--- config.mk ---
export PLATFORM = sky130hd
export DESIGN_NAME = evcap_ctrl
export DESIGN_NICKNAME = d
export VERILOG_FILES = /design/src/rtl/evcap_pkg.sv /design/src/rtl/evcap_regs.sv /design/src/rtl/evcap_arm.sv /design/src/rtl/evcap_sampler.sv /design/src/rtl/evcap_ctrl.sv
export SDC_FILE = /design/constraint.sdc
export NUM_CORES = 1
export LEC_CHECK = 0
export BUFFER_PORTS_ARGS = -buffer_cell sky130_fd_sc_hd__buf_2
export CAP_MARGIN = 20
export CORE_MARGIN = 3
export CORE_UTILIZATION = 40
export CTS_BUF_LIST = sky130_fd_sc_hd__clkbuf_4 sky130_fd_sc_hd__clkbuf_8
export DETAILED_ROUTE_END_ITERATION = 7
export PLACE_DENSITY_LB_ADDON = 0.2
export SLEW_MARGIN = 20
export SYNTH_ARGS = -nofsm -noshare
export SYNTH_HDL_FRONTEND = slang
export SYNTH_SLANG_ARGS = --single-unit
--- constraint.sdc ---
create_clock -name clk -period 2.2 [get_ports clk]
set_input_delay 0.22 -clock clk [delete_from_list [all_inputs] [get_ports clk]]
set_output_delay 0.22 -clock clk [all_outputs]
set_load 0.02 [all_outputs]
--- src/rtl/evcap_pkg.sv ---
package evcap_pkg;
  localparam int REG_W = 16;
  localparam int DLY_W = 4;

  typedef enum logic [1:0] {WID_8 = 2'd0, WID_16 = 2'd1, WID_32 = 2'd2, WID_BAD = 2'd3} wid_e;

  typedef struct packed {
    logic             wprot;
    logic             en;
    logic [1:0]       stop_sel;
    logic [2:0]       arm_sel;
    logic             grp;
    logic [1:0]       evt_sel;
    wid_e             wid;
    logic [DLY_W-1:0] dly;
  } cfg_t;

  function automatic cfg_t cfg_unpack(input logic [REG_W-1:0] w);
    cfg_t c;
    c = cfg_t'(w);
    c.wprot = 1'b0;
    return c;
  endfunction

  function automatic logic arm_pick(input logic [2:0] sel, input logic [2:0] ev, input logic uf);
    logic r;
    case (sel)
      3'b100:  r = ev[0];
      3'b101:  r = ev[1];
      3'b110:  r = ev[2];
      3'b111:  r = uf;
      default: r = 1'b0;
    endcase
    return r;
  endfunction

  function automatic logic stop_pick(input logic [1:0] sel, input logic [2:0] uf);
    logic r;
    case (sel)
      2'b01:   r = uf[0];
      2'b10:   r = uf[1];
      2'b11:   r = uf[2];
      default: r = 1'b0;
    endcase
    return r;
  endfunction
endpackage

--- src/rtl/evcap_regs.sv ---
module evcap_regs
  import evcap_pkg::*;
(
  input  logic             clk,
  input  logic             rst_n,
  input  logic             mod_run,
  input  logic             cfg_wr,
  input  logic [REG_W-1:0] cfg_wdata,
  output cfg_t             cfg_q,
  output logic             wr_take
);
  assign wr_take = mod_run && cfg_wr && !cfg_wdata[REG_W-1];

  always_ff @(posedge clk) begin
    if (!rst_n)        cfg_q <= '0;
    else if (!mod_run) cfg_q <= '0;
    else if (wr_take)  cfg_q <= cfg_unpack(cfg_wdata);
  end

  assert_clear_on_halt_R1: assert property (@(posedge clk) disable iff (!rst_n)
    !mod_run |=> (cfg_q == '0));

  assert_wprot_block_R2: assert property (@(posedge clk) disable iff (!rst_n)
    (mod_run && cfg_wr && cfg_wdata[REG_W-1]) |=> (cfg_q == $past(cfg_q)));
endmodule

--- src/rtl/evcap_arm.sv ---
module evcap_arm
  import evcap_pkg::*;
(
  input  logic       clk,
  input  logic       rst_n,
  input  cfg_t       cfg,
  input  logic [2:0] arm_evt,
  input  logic       arm_uf,
  input  logic [2:0] stop_uf,
  output logic       run,
  output logic       arm_hit,
  output logic       stop_hit
);
  logic en_q;
  logic trig;

  assign arm_hit  = arm_pick(cfg.arm_sel, arm_evt, arm_uf);
  assign stop_hit = stop_pick(cfg.stop_sel, stop_uf);
  assign trig     = cfg.arm_sel[2] ? arm_hit : (cfg.en && !en_q);

  always_ff @(posedge clk) begin
    if (!rst_n) begin
      en_q <= 1'b0;
      run  <= 1'b0;
    end else begin
      en_q <= cfg.en;
      if (!cfg.en)       run <= 1'b0;
      else if (stop_hit) run <= 1'b0;
      else if (trig)     run <= 1'b1;
    end
  end

  assert_en_low_stops_R6: assert property (@(posedge clk) disable iff (!rst_n)
    !cfg.en |=> !run);

  assert_stop_wins_R6: assert property (@(posedge clk) disable iff (!rst_n)
    (cfg.en && stop_hit) |=> !run);
endmodule

--- src/rtl/evcap_sampler.sv ---
module evcap_sampler
  import evcap_pkg::*;
#(
  parameter int HW = 16
) (
  input  logic          clk,
  input  logic          rst_n,
  input  cfg_t          cfg,
  input  logic          run,
  input  logic [3:0]    cap_evt,
  input  logic [HW-1:0] din_lo,
  input  logic [HW-1:0] din_grp_a,
  input  logic [HW-1:0] din_grp_b,
  output logic [2*HW-1:0] cap_data,
  output logic          cap_valid,
  output logic          evt_take,
  output logic          pending,
  output logic          sample_now
);
  localparam int QW = HW / 2;

  function automatic logic [2*HW-1:0] assemble(input wid_e w, input logic g,
      input logic [HW-1:0] lo, input logic [HW-1:0] a, input logic [HW-1:0] b);
    logic [2*HW-1:0] r;
    case (w)
      WID_8:   r = {{(2*HW-QW){1'b0}}, lo[QW-1:0]};
      WID_16:  r = {{HW{1'b0}}, lo};
      WID_32:  r = {(g ? b : a), lo};
      default: r = '0;
    endcase
    return r;
  endfunction

  logic [DLY_W-1:0] cnt;
  logic             evt_hit;

  assign evt_hit    = cap_evt[cfg.evt_sel];
  assign evt_take   = run && cfg.en && (cfg.wid != WID_BAD) && evt_hit && !pending;
  assign sample_now = cfg.en && ((pending && cnt == DLY_W'(1)) ||
                                 (evt_take && cfg.dly == '0));

  always_ff @(posedge clk) begin
    if (!rst_n) begin
      cap_valid <= 1'b0;
      cap_data  <= '0;
      pending   <= 1'b0;
      cnt       <= '0;
    end else begin
      cap_valid <= sample_now;
      if (sample_now) cap_data <= assemble(cfg.wid, cfg.grp, din_lo, din_grp_a, din_grp_b);
      if (!cfg.en) begin
        pending <= 1'b0;
        cnt     <= '0;
      end else if (pending) begin
        if (cnt == DLY_W'(1)) pending <= 1'b0;
        cnt <= cnt - DLY_W'(1);
      end else if (evt_take && cfg.dly != '0) begin
        pending <= 1'b1;
        cnt     <= cfg.dly;
      end
    end
  end

  assert_inhibit_R8: assert property (@(posedge clk) disable iff (!rst_n)
    (cfg.wid == WID_BAD && !pending) |=> !cap_valid);

  assert_busy_count_R10: assert property (@(posedge clk) disable iff (!rst_n)
    pending |-> (cnt != '0));

  assert_due_strobe_R10: assert property (@(posedge clk) disable iff (!rst_n)
    (pending && cnt == DLY_W'(1) && cfg.en) |=> cap_valid);
endmodule

--- src/rtl/evcap_ctrl.sv ---
module evcap_ctrl
  import evcap_pkg::*;
#(
  parameter int HW = 16
) (
  input  logic            clk,
  input  logic            rst_n,
  input  logic            mod_run,
  input  logic            cfg_wr,
  input  logic [15:0]     cfg_wdata,
  output logic [15:0]     cfg_rdata,
  input  logic [2:0]      arm_evt,
  input  logic            arm_uf,
  input  logic [2:0]      stop_uf,
  input  logic [3:0]      cap_evt,
  input  logic [HW-1:0]   din_lo,
  input  logic [HW-1:0]   din_grp_a,
  input  logic [HW-1:0]   din_grp_b,
  output logic [2*HW-1:0] cap_data,
  output logic            cap_valid
);
  cfg_t cfg;
  logic wr_take, run, arm_hit, stop_hit, evt_take, pending, sample_now;

  evcap_regs u_regs (
    .clk(clk), .rst_n(rst_n), .mod_run(mod_run), .cfg_wr(cfg_wr),
    .cfg_wdata(cfg_wdata), .cfg_q(cfg), .wr_take(wr_take)
  );

  evcap_arm u_arm (
    .clk(clk), .rst_n(rst_n), .cfg(cfg), .arm_evt(arm_evt), .arm_uf(arm_uf),
    .stop_uf(stop_uf), .run(run), .arm_hit(arm_hit), .stop_hit(stop_hit)
  );

  evcap_sampler #(.HW(HW)) u_smp (
    .clk(clk), .rst_n(rst_n), .cfg(cfg), .run(run), .cap_evt(cap_evt),
    .din_lo(din_lo), .din_grp_a(din_grp_a), .din_grp_b(din_grp_b),
    .cap_data(cap_data), .cap_valid(cap_valid), .evt_take(evt_take),
    .pending(pending), .sample_now(sample_now)
  );

  assign cfg_rdata = cfg;

  assert_rdata_prot_R2: assert property (@(posedge clk) disable iff (!rst_n)
    cfg_rdata[15] == 1'b0);
endmodule

==> flow_metrics.env <==
export IMPL_outcome="finished, final reports clean"
export IMPL_syn_avg_cell_area_um2=8.780
export IMPL_power_leakage_nw=1.610
export IMPL_fin_crit_sh_pct=82.73
export IMPL_slew_headroom_pct=56.12
export IMPL_drc=0
export IMPL_grt_pass1_vias=2185
export IMPL_grt_ovfl_total=0
export IMPL_max_cap_violations=0
export IMPL_grt_pass1_wl_mm=10.22
export IMPL_die_h_um=85.24
export IMPL_clock_latency_ns=0.31
export IMPL_p_per_area_mw_per_mm2=524.7
export IMPL_syn_inst=286
export IMPL_drt_initial_drc_count=135
export IMPL_timing_final_ws_setup_ns=0.3799
export IMPL_numPortBuffers=126
export IMPL_yosysTopAreaCell="dfxtp_1"
export IMPL_ys_top_cells_by_area="dfxtp_1, nand2_1, mux2i_1, a21oi_1, a2bb2oi_2"
export IMPL_fillerInstances=595
export IMPL_synth_edff_count=0
export IMPL_synthToLayoutAreaGrowth_pct=30.89
export IMPL_nets=489
export IMPL_htree_levels=2
export IMPL_antenna_cells=0
export IMPL_antenna_left=0
export IMPL_layout_min_cycle_time_ns=1.820
export IMPL_core_area_mm2=0.005991
export IMPL_worstPathRequired_ns=2.38
export IMPL_worstSetupEndpointType="flip-flop"
export IMPL_num_vias=2335
export IMPL_clock_root_buffer="clkbuf_8"
export IMPL_critPathLaunchType="flip-flop"
export IMPL_arrival_ns=2.00
export IMPL_setup_violations=0
export IMPL_drtPass1Iterations=4
export IMPL_synth_top_area_share_pct=43.85
export IMPL_antenna_found_initial=0
export IMPL_hold_viol=0
export IMPL_syn_nets=367
export IMPL_ios=128
export IMPL_routedWlPerCell_um=12.79
export IMPL_r2r_start="u_regs.cfg_q[6]"
export IMPL_final_max_slew_viol_count=0
export IMPL_path_max_fanout=10
export IMPL_drive_above_1_share_pct=38.63
export IMPL_gp_congestion=0.8366
export IMPL_die_area_mm2=0.007265
export IMPL_whs_ns=0.1358
export IMPL_yosys_warnings=0
export IMPL_viasPerCell=4.824
export IMPL_async_flop_share_pct=0
export IMPL_fin_skew_ns=0.01034
export IMPL_multi_input_area_mm2=0.001304
export IMPL_num_rows=28
export IMPL_clock_fmax_mhz=549.4
export IMPL_synth_cell_types=34
export IMPL_worstMarginPinSlew_ns=0.6582
export IMPL_wl_mm=6.189
export IMPL_initial_core_util_pct=41.92
export IMPL_fin_setup_tns_ns=0
export IMPL_grtUsageTotal_pct=17.02
export IMPL_r2r_slack_ns=0.38
export IMPL_numCtsBuffers=5
export IMPL_crit_start="u_regs.cfg_q[6]"
export IMPL_post_place_ws_ns=0.3533
export IMPL_min_from="din_lo[11]"
export IMPL_worstSetupPathType="reg -> reg"
export IMPL_synth_seq_cells=55
export IMPL_hpwl_mm=4.747
export IMPL_holdBufCountCts=0
export IMPL_fp_dieW_um=85.24
export IMPL_cts_tree="done"
export IMPL_grt_max_degree=33
export IMPL_irDropWorstVdd_mv=0.3097
export IMPL_cts_buffer_depth=2
export IMPL_post_synth_instance_area_mm2=0.002511
export IMPL_seqCellArea_mm2=0.001101
export IMPL_cts_setup_buffers=0
export IMPL_post_cts_resized=0
export IMPL_rsz0062_at_grt="no"
export IMPL_clock_sinks=55
export IMPL_seq_area_frac_synth_pct=43.85
export IMPL_clk_pin_slew_ns=0.10
export IMPL_synth_flop_cell="dfxtp_1"
export IMPL_hp_class="in -> reg"
[worst max-delay path: stages, from the launching register on]
cell and delay (ns):
dfxtp_1 0.37, mux4_2 0.55, and4_4 0.19, o21ai_2 0.47
a2bb2oi_1 0.12
[routing by layer]
layer  up-vias  part of all wire, %  track usage, %
met4         0                 0.84           3.885
met2        83                   48           28.11
met1      1048                   44           22.64
met3         4                  7.3           3.981
met5         -                    0               0
li1       1200                    -               -
[state kept, by name, indices dropped and copies added (netlist names)]
| register | count |
|---|---|
| u_smp.cap_data | 32 |
| u_regs.cfg_q | 15 |
| u_smp.cnt | 4 |
| u_arm.en_q | 1 |
| u_arm.run | 1 |
| u_smp.cap_valid | 1 |
| u_smp.pending | 1 |
[stage by stage]
stage               power (mW)  cells  utilization, %  instance area [µm²]
global route             1.787    484           54.87                 3287
floorplan                1.089    286               -                 2511
CTS                      1.743    484           54.87                 3287
finish                   1.724    484           54.87                 3287
detailed placement       1.171    476           53.32                 3194
global placement         1.171    476           53.32                 3194
[where the power goes]
group | leakage, nW | switching, mW | internal (mW)
sequential | 0.443 | 0.00563 | 0.999
clock | 0.0452 | 0.335 | 0.242
combinational | 1.12 | 0.0668 | 0.0764
total | 1.61 | 0.408 | 1.32
[layout make-up]
cell class | count | area share (%)
multi-input cells | 210 | 39.67
flip-flops and latches | 55 | 33.50
repair buffers | 130 | 20.48
well taps | 75 | 2.855
clock buffers | 6 | 2.322
inverters | 6 | 0.6852
clock inverters | 2 | 0.4949
[synth_stat cells (2+ instances only)]
master,number
mux2_2,7
ha_1,2
mux4_2,2
a2bb2oi_1,2
nor3_1,2
a31oi_1,2
clkbuf_1,10
mux2i_1,33
nor2_1,14
nand3_1,4
a2bb2oi_2,7
inv_1,6
a21oi_1,22
and3_1,2
nand2_1,95
dfxtp_1,55
buf_6,3
nand2b_1,2
[placed cells by master, fill, tap and decap left out, types with 3 or more instances in the layout]
master and count:
a21oi_1 22, a2bb2oi_2 7, buf_2 126, buf_4 3, clkbuf_8 5, dfxtp_1 55, inv_1 6, mux2_2 7
mux2i_1 33, nand2_1 95, nand3_1 4, nor2_1 14
[cells by family (layout without fill, tap and decap cells)]
family / Yosys count / in the layout / synth area share [%]
compound gates: 38 / 38 / 11.71
buf+inv: 21 / 144 / 4.235
flops: 55 / 55 / 43.85
fa+ha+maj: 2 / 2 / 0.9964
xor+xnor: 1 / 1 / 0.3488
mux: 42 / 42 / 18.09
other cells: 1 / 1 / 0.1493
simple gates: 126 / 126 / 20.63
[final timing paths]
kind | cells past startpoint | end
max | 4 | u_smp.cap_data[17]
max reg2reg | 4 | u_smp.cap_data[17]
min | 3 | u_smp.cap_data[11]
min reg2reg | 2 | u_smp.cap_data[16]
Power figures use the tool's default switching activity.
